`config.mk`:
```
export PLATFORM = sky130hd
export DESIGN_NAME = trace_ring_writer
export DESIGN_NICKNAME = d
export VERILOG_FILES = /design/src/rtl/trc_pkg.sv /design/src/rtl/trc_regs.sv /design/src/rtl/trc_irq.sv /design/src/rtl/trc_fill.sv /design/src/rtl/trace_ring_writer.sv
export SDC_FILE = /design/constraint.sdc
export NUM_CORES = 1
export LEC_CHECK = 0
export CAP_MARGIN = 30
export CORE_AREA = 3 3 335 238
export DETAILED_ROUTE_END_ITERATION = 6
export DIE_AREA = 0 0 338 241
export GPL_TIMING_DRIVEN = 0
export HOLD_SLACK_MARGIN = 0.08
export SETUP_SLACK_MARGIN = 0.1
export SLEW_MARGIN = 0
export SYNTH_ARGS = -nofsm -noshare
export SYNTH_HDL_FRONTEND = slang
export SYNTH_SLANG_ARGS = --single-unit
```
`constraint.sdc`:
```
create_clock -name clk -period 12.9 [get_ports clk]
set_input_delay 2.58 -clock clk [delete_from_list [all_inputs] [get_ports clk]]
set_output_delay 2.58 -clock clk [all_outputs]
set_load 0.005 [all_outputs]
```
`src/rtl/trc_pkg.sv`:
```
package trc_pkg;
    localparam int NBUF  = 4;
    localparam int IDX_W = 2;
    localparam int CNT_W = 28;
    localparam int AW    = 64;
    localparam int DW    = 32;
    localparam int RAW   = 12;

    localparam logic [RAW-1:0] OFS_SIZE  = 12'h800;
    localparam logic [RAW-1:0] OFS_BASE0 = 12'h810;
    localparam logic [RAW-1:0] OFS_CTRL  = 12'h850;
    localparam logic [RAW-1:0] OFS_ISTAT = 12'h890;
    localparam logic [RAW-1:0] OFS_IMASK = 12'h894;
    localparam logic [RAW-1:0] OFS_WSTS  = 12'h8A0;
    localparam logic [RAW-1:0] OFS_TSTS  = 12'h8B0;
    localparam logic [RAW-1:0] OFS_RANGE = 12'hFE0;
    localparam logic [RAW-1:0] OFS_LOC   = 12'hFE8;

    typedef struct packed {
        logic [CNT_W-1:0]         size;
        logic [NBUF-1:0][AW-1:0]  base;
        logic                     en;
        logic                     dmarst;
        logic [NBUF-1:0]          mask;
    } cfg_state_t;

    typedef struct packed {
        logic [IDX_W-1:0] idx;
        logic [CNT_W-1:0] cnt;
        logic             ovf;
        logic             wv;
        logic [AW-1:0]    waddr;
        logic [DW-1:0]    wdata;
    } fill_state_t;
endpackage

```
`src/rtl/trc_regs.sv`:
```
module trc_regs
    import trc_pkg::*;
#(
    parameter logic [CNT_W-1:0] DEF_BUF_BYTES = 28'h040_0000,
    parameter logic [15:0]      RANGE_UPPER   = 16'h0000,
    parameter logic [15:0]      RANGE_LOWER   = 16'h0000,
    parameter logic [15:0]      CORE_ID       = 16'h0000,
    parameter logic [15:0]      CLUSTER_ID    = 16'h0000
) (
    input  logic                    clk,
    input  logic                    rst_n,
    input  logic                    reg_wen,
    input  logic [RAW-1:0]          reg_addr,
    input  logic [31:0]             reg_wdata,
    output logic [31:0]             reg_rdata,
    output logic [CNT_W-1:0]        cfg_size,
    output logic [NBUF-1:0][AW-1:0] cfg_base,
    output logic                    cfg_en,
    output logic                    cfg_dmarst,
    output logic [NBUF-1:0]         cfg_mask,
    output logic [NBUF-1:0]         stat_clr,
    input  logic [NBUF-1:0]         stat,
    input  logic [IDX_W-1:0]        cur_idx,
    input  logic [CNT_W-1:0]        cur_cnt,
    input  logic                    idle,
    input  logic                    ovf
);
    cfg_state_t r_d, r_q;

    always_comb begin
        r_d      = r_q;
        stat_clr = '0;
        if (reg_wen) begin
            if (reg_addr == OFS_SIZE)  r_d.size = reg_wdata[CNT_W-1:0];
            if (reg_addr == OFS_CTRL) begin
                r_d.en     = reg_wdata[0];
                r_d.dmarst = reg_wdata[1];
            end
            if (reg_addr == OFS_ISTAT) stat_clr = reg_wdata[NBUF-1:0];
            if (reg_addr == OFS_IMASK) r_d.mask = reg_wdata[NBUF-1:0];
            for (int i = 0; i < NBUF; i++) begin
                if (reg_addr == RAW'(OFS_BASE0 + 8*i))     r_d.base[i][31:0]  = reg_wdata;
                if (reg_addr == RAW'(OFS_BASE0 + 8*i + 4)) r_d.base[i][63:32] = reg_wdata;
            end
        end
    end

    always_ff @(posedge clk or negedge rst_n) begin
        if (!rst_n) begin
            r_q      <= '0;
            r_q.size <= DEF_BUF_BYTES;
            r_q.mask <= '1;
        end else begin
            r_q <= r_d;
        end
    end

    always_comb begin
        reg_rdata = '0;
        unique case (reg_addr)
            OFS_SIZE:  reg_rdata = 32'(r_q.size);
            OFS_CTRL:  reg_rdata = {30'b0, r_q.dmarst, r_q.en};
            OFS_ISTAT: reg_rdata = 32'(stat);
            OFS_IMASK: reg_rdata = 32'(r_q.mask);
            OFS_WSTS:  reg_rdata = {2'b00, cur_idx, cur_cnt};
            OFS_TSTS:  reg_rdata = {30'b0, ovf, idle};
            OFS_RANGE: reg_rdata = {RANGE_UPPER, RANGE_LOWER};
            OFS_LOC:   reg_rdata = {CLUSTER_ID, CORE_ID};
            default:   reg_rdata = '0;
        endcase
        for (int i = 0; i < NBUF; i++) begin
            if (reg_addr == RAW'(OFS_BASE0 + 8*i))     reg_rdata = r_q.base[i][31:0];
            if (reg_addr == RAW'(OFS_BASE0 + 8*i + 4)) reg_rdata = r_q.base[i][63:32];
        end
    end

    assign cfg_size   = r_q.size;
    assign cfg_base   = r_q.base;
    assign cfg_en     = r_q.en;
    assign cfg_dmarst = r_q.dmarst;
    assign cfg_mask   = r_q.mask;

    // a write to the control register lands in the enable bit on the next cycle
    a_r9_ctrl_capture: assert property (@(posedge clk) disable iff (!rst_n)
        (reg_wen && reg_addr == OFS_CTRL) |=> (cfg_en == $past(reg_wdata[0])));
endmodule

```
`src/rtl/trc_irq.sv`:
```
module trc_irq
    import trc_pkg::*;
(
    input  logic            clk,
    input  logic            rst_n,
    input  logic [NBUF-1:0] set_vec,
    input  logic [NBUF-1:0] clr_vec,
    input  logic [NBUF-1:0] mask,
    output logic [NBUF-1:0] stat,
    output logic            irq
);
    logic [NBUF-1:0] stat_d, stat_q;

    always_comb begin
        stat_d = (stat_q & ~clr_vec) | set_vec;
    end

    always_ff @(posedge clk or negedge rst_n) begin
        if (!rst_n) stat_q <= '0;
        else        stat_q <= stat_d;
    end

    assign stat = stat_q;
    assign irq  = |(stat_q & ~mask);

    // at most one buffer completes per cycle
    a_r4_single_fill: assert property (@(posedge clk) disable iff (!rst_n)
        $onehot0(set_vec));

    for (genvar g = 0; g < NBUF; g++) begin : g_bit
        // a flag rises only after a fill event for that buffer
        a_r4_rise_cause: assert property (@(posedge clk) disable iff (!rst_n)
            $rose(stat_q[g]) |-> $past(set_vec[g]));
        // a flag falls only after a write-1 clear of that bit
        a_r5_fall_cause: assert property (@(posedge clk) disable iff (!rst_n)
            $fell(stat_q[g]) |-> $past(clr_vec[g]));
    end
endmodule

```
`src/rtl/trc_fill.sv`:
```
module trc_fill
    import trc_pkg::*;
(
    input  logic                    clk,
    input  logic                    rst_n,
    input  logic                    en,
    input  logic                    dmarst,
    input  logic [CNT_W-1:0]        size,
    input  logic [NBUF-1:0][AW-1:0] base,
    input  logic [NBUF-1:0]         stat,
    input  logic                    tr_valid,
    input  logic [DW-1:0]           tr_data,
    output logic                    tr_ready,
    output logic                    wr_valid,
    output logic [AW-1:0]           wr_addr,
    output logic [DW-1:0]           wr_data,
    input  logic                    wr_ready,
    output logic [NBUF-1:0]         set_vec,
    output logic [IDX_W-1:0]        cur_idx,
    output logic [CNT_W-1:0]        cur_cnt,
    output logic                    ovf,
    output logic                    busy
);
    fill_state_t s_d, s_q;
    logic [CNT_W:0] nxt;
    logic           drop;

    assign tr_ready = en && !dmarst && !s_q.wv;
    assign drop     = (s_q.cnt == '0) && stat[s_q.idx];

    always_comb begin
        s_d     = s_q;
        set_vec = '0;
        nxt     = {1'b0, s_q.cnt} + (CNT_W+1)'(4);
        if (s_q.wv && wr_ready) begin
            s_d.wv = 1'b0;
            if (nxt >= {1'b0, size}) begin
                set_vec[s_q.idx] = 1'b1;
                s_d.idx          = s_q.idx + IDX_W'(1);
                s_d.cnt          = '0;
            end else begin
                s_d.cnt = nxt[CNT_W-1:0];
            end
        end
        if (tr_valid && tr_ready) begin
            if (drop) begin
                s_d.ovf = 1'b1;
            end else begin
                s_d.wv    = 1'b1;
                s_d.waddr = base[s_q.idx] + AW'(s_q.cnt);
                s_d.wdata = tr_data;
            end
        end
        if (dmarst && !s_q.wv) begin
            s_d.idx = '0;
            s_d.cnt = '0;
            s_d.ovf = 1'b0;
        end
    end

    always_ff @(posedge clk or negedge rst_n) begin
        if (!rst_n) s_q <= '0;
        else        s_q <= s_d;
    end

    assign wr_valid = s_q.wv;
    assign wr_addr  = s_q.waddr;
    assign wr_data  = s_q.wdata;
    assign cur_idx  = s_q.idx;
    assign cur_cnt  = s_q.cnt;
    assign ovf      = s_q.ovf;
    assign busy     = s_q.wv;

    // a stalled request holds address and data
    a_r8_hold_request: assert property (@(posedge clk) disable iff (!rst_n)
        (wr_valid && !wr_ready) |=> (wr_valid && $stable(wr_addr) && $stable(wr_data)));
    // the index leaving the last buffer lands on buffer 0
    a_r4_wrap_to_zero: assert property (@(posedge clk) disable iff (!rst_n)
        ($past(cur_idx) == IDX_W'(NBUF-1) && cur_idx != IDX_W'(NBUF-1)) |-> (cur_idx == '0));
    // a word arriving on an uncleared buffer issues no write and flags overflow
    a_r7_drop_no_write: assert property (@(posedge clk) disable iff (!rst_n)
        (tr_valid && tr_ready && drop && !dmarst) |=> (!wr_valid && ovf));
    // reset request with nothing outstanding returns the position to zero
    a_r9_reset_clears: assert property (@(posedge clk) disable iff (!rst_n)
        (dmarst && !wr_valid) |=> (cur_idx == '0 && cur_cnt == '0 && !ovf));
endmodule

```
`src/rtl/trace_ring_writer.sv`:
```
module trace_ring_writer
    import trc_pkg::*;
#(
    parameter logic [CNT_W-1:0] DEF_BUF_BYTES = 28'h040_0000,
    parameter logic [15:0]      RANGE_UPPER   = 16'h0000,
    parameter logic [15:0]      RANGE_LOWER   = 16'h0000,
    parameter logic [15:0]      CORE_ID       = 16'h0000,
    parameter logic [15:0]      CLUSTER_ID    = 16'h0000
) (
    input  logic           clk,
    input  logic           rst_n,
    input  logic           reg_wen,
    input  logic [RAW-1:0] reg_addr,
    input  logic [31:0]    reg_wdata,
    output logic [31:0]    reg_rdata,
    input  logic           tr_valid,
    input  logic [DW-1:0]  tr_data,
    output logic           tr_ready,
    output logic           wr_valid,
    output logic [AW-1:0]  wr_addr,
    output logic [DW-1:0]  wr_data,
    input  logic           wr_ready,
    output logic           irq
);
    logic [CNT_W-1:0]        cfg_size;
    logic [NBUF-1:0][AW-1:0] cfg_base;
    logic                    cfg_en, cfg_dmarst, ovf, busy, idle;
    logic [NBUF-1:0]         cfg_mask, stat_clr, stat, set_vec;
    logic [IDX_W-1:0]        cur_idx;
    logic [CNT_W-1:0]        cur_cnt;

    assign idle = !cfg_en && !busy;

    trc_regs #(
        .DEF_BUF_BYTES(DEF_BUF_BYTES), .RANGE_UPPER(RANGE_UPPER),
        .RANGE_LOWER(RANGE_LOWER), .CORE_ID(CORE_ID), .CLUSTER_ID(CLUSTER_ID)
    ) u_regs (
        .clk(clk), .rst_n(rst_n), .reg_wen(reg_wen), .reg_addr(reg_addr),
        .reg_wdata(reg_wdata), .reg_rdata(reg_rdata), .cfg_size(cfg_size),
        .cfg_base(cfg_base), .cfg_en(cfg_en), .cfg_dmarst(cfg_dmarst),
        .cfg_mask(cfg_mask), .stat_clr(stat_clr), .stat(stat),
        .cur_idx(cur_idx), .cur_cnt(cur_cnt), .idle(idle), .ovf(ovf)
    );

    trc_fill u_fill (
        .clk(clk), .rst_n(rst_n), .en(cfg_en), .dmarst(cfg_dmarst),
        .size(cfg_size), .base(cfg_base), .stat(stat), .tr_valid(tr_valid),
        .tr_data(tr_data), .tr_ready(tr_ready), .wr_valid(wr_valid),
        .wr_addr(wr_addr), .wr_data(wr_data), .wr_ready(wr_ready),
        .set_vec(set_vec), .cur_idx(cur_idx), .cur_cnt(cur_cnt),
        .ovf(ovf), .busy(busy)
    );

    trc_irq u_irq (
        .clk(clk), .rst_n(rst_n), .set_vec(set_vec), .clr_vec(stat_clr),
        .mask(cfg_mask), .stat(stat), .irq(irq)
    );

    // the engine never reports idle with a request on the write port
    a_r10_idle_quiet: assert property (@(posedge clk) disable iff (!rst_n)
        idle |-> !wr_valid);
endmodule

```
==> reports/metrics.yaml, run 1 <==
outcome: "complete, but fails checks"
violations: "DRC"
cp_data_arrival_time_ns: 7.31
syn_area_per_cell_um2: 11.5
ant_nets: 0
ir_worst_vdd_mv: 0.110
synthCells: 1995
drv.max_cap_violation_count: 0
routed-via-count: 18547
final_hold_viol_count: 0
synth_seq_area_share: 0.459
synthTopCellsByArea: "dfrtp_1, mux2_2, mux4_2, ha_1, nand2_1"
synth_top_area_frac: 0.454
p_int_w: 0.00228
clk_latency_ns: 0.61
die_y_um: 241
syn_to_final_growth_pct: 22.7
reg2reg_depth: 17
drive_above_1_share: 0.235
row_count: 85
preCtsSetupSlack_ns: 3.17
numCtsBuffers: 46
hold_depth: 2
final_nets: 2402
synth_nets: 2136
grt_pass1_vias: 18631
path_max_fanout: 10
finalPower_w: 0.00300
critPathRequiredTime_ns: 10.32
drt-wirelength-per-cell_um: 26.5
timing.reg2reg.setup_slack_ns: 5.42
cts_htree_levels: 2
relSlewSlack: 0.237
ctsHoldBuffers: 0
r2r-start: "u_fill.cur_idx[1]"
clk_path_buf_depth: 3
seqPwrFrac: 0.445
cts.sinks: 420
rsz0062_at_grt: "false"
grt_max_degree: 124
synth_area_um2: 22900
finClkSkew_ns: 0.0235
post_cts_buffers: 0
initial_core_util: 0.299
gp_congestion: 0.933
p_clk_frac: 0.489
leakage_nw: 12.7
start_kind: "primary input"
switching_share: 0.241
root_buffer: "clkbuf_16"
dieArea_um2: 81500
cts_tree: "built"
routed_wl_mm: 88.5
fin_ws_ns: 3.01
grt_antenna_before_repair: 6
drv_slew: 0
ys.flop_type: "dfrtp_1"
io_pins: 212
drc: 1
grt_usage: 0.214
reg2reg_to: "u_fill.wr_addr[63]"
hp-class: "reg2reg"
dr.pass1.iters: 7
critPathKind: "in2out"
clock.fmax_mhz: 101
async_flop_share: 1.00
synth_edf_count: 0
port_buffers: 210
vias_per_cell: 5.55
synthDistinctLibCells: 70
power_switching_w: 0.000722
ys_ff_latch: 420
tightest_slew_ns: 1.13
core_um2: 76700
die_w_um: 338
synth_area_leader_cell: "dfrtp_1"
power_density_nw_per_um2: 107
finalCritPeriodShare: 0.767
clk_pin_slew_ns: 0.06
min_to: "u_fill.wr_addr[46]"
finalCriticalPeriod_ns: 9.89
dp_hpwl_mm: 68.0
comb_power_share: 0.066
crit_path_end_kind: "primary output"
drt_iter0_drc: 2145
overflow: 0
grt_pass1_wl_mm: 127
cts_resized: 0
min_from: "u_fill.wr_addr[46]"
setup_viol: 0
yosysWarnings: 0
[synth_stat cells (46+ instances only)]
cell / instances
dfrtp_1: 415
mux2_2: 336
nand2_1: 162
o21ai_0: 103
nor2_1: 87
a21oi_1: 82
inv_1: 68
clkbuf_1: 65
mux4_2: 65
ha_1: 60
nand3_1: 46
xnor2_1: 46
[per-stage QoR]
stage,instance area (um^2),utilization,TNS [ns],std cells,hold slack (ns)
final,28100,0.366,0,3340,0.477
after floorplan,22900,-,0,1995,0.466
after CTS,28000,0.366,0,3335,0.485
after global routing,28100,0.366,0,3338,0.506
after global placement,26300,0.343,-3875.88,3249,0.473
after detailed placement,26400,0.344,0,3254,0.471
[state kept, by name (all words and copies together) (netlist names)]
name / count
u_fill.ovf: 1
u_fill.wr_addr: 64
u_fill.busy: 1
u_regs.cfg_base: 256
u_fill.cur_cnt: 26
u_regs.cfg_en: 1
u_fill.wr_data: 32
u_fill.cur_idx: 2
u_irq.stat: 4
u_regs.cfg_mask: 4
u_regs.cfg_dmarst: 1
u_regs.cfg_size: 28
[kinds of logic after synthesis]
| family | after synthesis | synth area share |
|---|---|---|
| flops | 420 | 0.459 |
| buf+inv | 195 | 0.0358 |
| mux | 419 | 0.237 |
| fa+ha+maj | 60 | 0.0328 |
| simple gates | 422 | 0.0890 |
| xor+xnor | 85 | 0.0325 |
| compound gates | 393 | 0.113 |
| other cells | 1 | 0.000164 |
[worst max-delay path by stage]
stage                            from             endpoint  slack [ns]  depth (start not counted)
final                     reg_addr[1]        reg_rdata[30]        3.01                         10
after global routing      reg_addr[1]        reg_rdata[30]        2.89                         10
after CTS                 reg_addr[1]        reg_rdata[30]        3.14                         10
after detailed placement  reg_addr[1]        reg_rdata[30]        3.17                         10
after global placement          rst_n  u_regs.cfg_base[80]       -9.36                          1
after floorplan           reg_addr[9]        reg_rdata[15]        5.69                         11
[critical path, cell delays in order]
cell and delay (ns):
clkdlybuf4s50_1 0.58, nor4_2 0.75, and3_1 0.40, buf_2 0.23, buf_2 0.41, buf_2 0.42
buf_2 0.45, a221oi_1 0.14, o21ai_0 0.69, clkdlybuf4s50_1 0.65
[placed cells by master, fill, tap and decap left out, types with 11 or more instances in the layout]
cell type / Yosys / routed
dfrtp_1: 415 / 415
mux2_2: 336 / 336
clkdlybuf4s50_1: 0 / 209
nand2_1: 162 / 162
o21ai_0: 103 / 103
nor2_1: 87 / 87
a21oi_1: 82 / 82
clkbuf_1: 65 / 72
inv_1: 68 / 68
mux4_2: 65 / 65
ha_1: 60 / 60
clkbuf_16: 0 / 47
nand3_1: 46 / 46
xnor2_1: 46 / 46
xor2_1: 39 / 39
buf_1: 32 / 32
o211ai_1: 31 / 31
a22o_1: 28 / 28
a21o_1: 21 / 21
and3_1: 21 / 21
buf_2: 18 / 19
nand4_1: 19 / 19
mux2i_1: 18 / 18
o22ai_1: 18 / 18
a222oi_1: 17 / 17
a22oi_1: 16 / 16
a221oi_1: 13 / 13
a31oi_1: 13 / 13
nor2b_1: 11 / 11
and2_1: 11 / 11
[metal layers]
metal	track usage	wire (um)	up-vias
li1	-	-	7890
met1	0.303	39300	9635
met2	0.304	37000	863
met3	0.0724	9380	151
met4	0.0699	2840	8
met5	0	94	-
[final cells by class]
type | instances | area [um^2]
repair buffers | 218 | 2240
fillers | 7465 | 48600
flip-flops and latches | 420 | 10500
diodes | 2 | 5.00
inverters | 68 | 255
clock buffers | 63 | 1320
plain buffers | 127 | 566
clock inverters | 18 | 317
well taps | 1044 | 1310
multi-input cells | 1380 | 11600
[power by group through the flow]
stage | Combinational (W) | Clock, W | Sequential [W]
2_1_floorplan | 0.0000770 | 0 | 0.00136
3_3_place_gp | 0.000190 | 0 | 0.00136
4_1_cts | 0.000198 | 0.00149 | 0.00133
3_5_place_dp | 0.000197 | 0 | 0.00136
6_report | 0.000199 | 0.00146 | 0.00133
5_1_grt | 0.000213 | 0.00154 | 0.00133
Power figures use the tool's default switching activity.
==> inputs of run 2 (changes only) <==
==> constraint.sdc (replaced) <==
create_clock -name clk -period 8.4 [get_ports clk]
set_input_delay 1.68 -clock clk [delete_from_list [all_inputs] [get_ports clk]]
set_output_delay 1.68 -clock clk [all_outputs]
set_load 0.005 [all_outputs]
==> results of run 2 <==
Same layout as run 1 (identical final DEF). Status: complete, but fails checks: DRC.
Among the figures that moved: setup slack after placement 3.17 ns -> 0.470 ns; setup slack after layout 3.01 ns -> 0.306 ns; register-to-register setup slack 5.42 ns -> 0.92 ns; total power 0.00300 W -> 0.00460 W; worst IR drop on VDD 0.110 mV -> 0.169 mV
==> inputs of run 3 (changes only) <==
--- a/config.mk
+++ b/config.mk
@@ -12,7 +12,7 @@
 export GPL_TIMING_DRIVEN = 0
 export HOLD_SLACK_MARGIN = 0.08
 export SETUP_SLACK_MARGIN = 0.1
-export SLEW_MARGIN = 0
+export SLEW_MARGIN = 20
 export SYNTH_ARGS = -nofsm -noshare
 export SYNTH_HDL_FRONTEND = slang
 export SYNTH_SLANG_ARGS = --single-unit
==> reports/metrics.yaml, run 3 (same netlist as run 1, synthesis figures left out) <==
relSlewSlack: 0.249  # +0.0117
drv.max_cap_violation_count: 0  # unchanged
row_count: 85  # unchanged
finalCriticalPeriod_ns: 8.07
num-fill-cells: 7497  # +0.43%
syn_to_final_growth_pct: 22.7  # about the same
crit_path_end_kind: "primary output"
grt_antenna_before_repair: 4  # -2
worst-path-buf-inv: 6  # unchanged
tightest_slew_ns: 1.13  # -0.00703 ns
routed-via-count: 18641  # +0.51%
hp-class: "reg2reg"
ir_worst_vdd_mv: 0.132
finClkSkew_ns: 0.0207  # -0.00279 ns
multiInputGateArea_um2: 11600  # about the same
initial_core_util: 0.299  # unchanged
grt_max_degree: 99  # -20%
gp_congestion: 0.933  # unchanged
clk_path_buf_depth: 3  # unchanged
layout_commonest_cell: "dfrtp_1"
cp_data_arrival_time_ns: 6.39
ctsHoldBuffers: 0  # unchanged
grt_usage: 0.215  # +0.00162
final_cell_mix: "dfrtp_1, mux2_2, clkdlybuf4s50_1"
ant_nets: 0  # unchanged
reg2reg_to: "u_fill.wr_addr[63]"
rsz0062_at_grt: "false"
grt_pass1_vias: 18667  # +0.19%
routed_wl_mm: 89.3  # +0.87%
cp_cell_sequence: "clkdlybuf4s50_1, nor4_2, and3_1, buf_2, buf_2, buf_2, buf_2, a221oi_1, o21ai_0, clkdlybuf4s50_1"
cts_tree: "built"
leakage_nw: 12.7  # about the same
drive_above_1_share: 0.239  # +0.00320
path_common_cell: "buf_2"
port_buffers: 210  # unchanged
clk_latency_ns: 0.61  # about the same
critPathRequiredTime_ns: 6.72
overflow: 0  # unchanged
cts_resized: 0  # unchanged
fin_util: 0.366  # about the same
cp_slowest_stage_delay_ns: 0.72  # -0.03 ns
path_delay_family: "buffers and inverters"
root_buffer: "clkbuf_16"
min_from: "u_fill.wr_addr[15]"
power_density_nw_per_um2: 161
final_nets: 2409  # +0.29%
regArea_um2: 10500  # unchanged
final_hold_viol_count: 0  # unchanged
hold_depth: 2  # unchanged
io_pins: 212  # unchanged
critPathKind: "in2out"
clock.fmax_mhz: 124
dp_hpwl_mm: 68.4  # +0.53%
grt_pass1_wl_mm: 128  # +0.44%
min_to: "u_fill.wr_addr[15]"
setup_viol: 0  # unchanged
clk_pin_slew_ns: 0.06  # about the same
r2r-start: "u_fill.cur_idx[1]"
die_w_um: 338  # unchanged
die_y_um: 241  # unchanged
vias_per_cell: 5.57  # +0.36%
timing.reg2reg.setup_slack_ns: 0.91
largest_register_ffs: 256  # unchanged
cts_htree_levels: 2  # unchanged
cts.sinks: 420  # unchanged
dieArea_um2: 81500  # unchanged
finalCritPeriodShare: 0.961
path_max_fanout: 10  # unchanged
drt-wirelength-per-cell_um: 26.7  # +0.72%
stdcell_count: 3345  # +0.15%
drt_iter0_drc: 2163  # +0.84%
start_kind: "primary input"
drv_slew: 0  # unchanged
whs_ns: 0.480  # +0.00346 ns
drc: 0  # -1
outcome: "completed"
dp_cells: 3254  # unchanged
core_um2: 76700  # unchanged
dr.pass1.iters: 6  # -1
numCtsBuffers: 46  # unchanged
reg2reg_depth: 17  # unchanged
antenna_cells: 0  # -2
post_cts_buffers: 0  # unchanged
cpMaxStageDelayCell: "nor4_2"
-- run 3: cell types whose count changed in the layout (fill, tap and decap cells not counted), sizes merged, moves of 2 or more --
| cell | delta |
|---|---|
| clkbuf | +3 |
| clkinvlp | +5 |
| buf | +4 |
| bufinv | -4 |
| diode | -2 |
| clkinv | -2 |
-- run 3: worst max-delay path by stage --
stage / start / cells past startpoint / to / slack [ns]
after floorplan: reg_addr[9] / 11 / reg_rdata[15] / 2.99
after global placement: rst_n / 1 / u_regs.cfg_base[80] / -12.96
after detailed placement: reg_addr[1] / 10 / reg_rdata[30] / 0.53
after CTS: reg_addr[1] / 10 / reg_rdata[30] / 0.50
after global routing: reg_addr[1] / 12 / reg_rdata[4] / 0.21
final: reg_addr[0] / 10 / reg_rdata[30] / 0.33
-- run 3: metal layers --
layer | part of all wire | routed length, um | vias to the layer above | track usage
met5 | 0.0013 | 115 | - | 0
met4 | 0.032 | 2900 | 10 | 0.0718
met3 | 0.12 | 10300 | 150 | 0.0825
met2 | 0.41 | 36900 | 892 | 0.302
met1 | 0.44 | 39200 | 9655 | 0.302
li1 | - | - | 7934 | -
-- run 3: final cells by class --
cell class / instances / area share
clock inverter: 18 / 0.00855
inverter: 68 / 0.00909
clock buffer: 63 / 0.0472
multi-input combinational: 1380 / 0.411
timing repair buffer: 225 / 0.0828
tap: 1044 / 0.0465
buffer: 127 / 0.0201
sequential: 420 / 0.374
-- run 3: power breakdown --
part	total, W	leakage (nW)	internal (W)	switching (W)
Clock	0.00215	0.752	0.00123	0.000921
Sequential	0.00205	5.84	0.00204	0.0000120
Combinational	0.000311	6.12	0.000117	0.000193
Total	0.00451	12.7	0.00339	0.00113
-- run 3: metrics by stage --
stage	total power [W]	area (um^2)	TNS (ns)	setup slack (ns)
4_1_cts	0.00455	28000	0	0.497
2_1_floorplan	0.00220	22900	0	2.99
3_3_place_gp	0.00238	26300	-5387.88	-12.96
3_5_place_dp	0.00239	26400	0	0.534
5_1_grt	0.00466	28100	0	0.211
6_report	0.00451	28100	0	0.328
-- run 3: worst reg2reg max path: cells and delay by family, from the launching register on --
kind | cells | cell delay [ns]
xor gates and xnor gates | 1 | 0.42
and+or+nand+nor | 2 | 0.59
adders and majority gates | 1 | 0.29
muxes | 1 | 0.48
AOI/OAI and AO/OA | 6 | 1.93
buffers and inverters | 6 | 3.04
DFF | 1 | 0.61
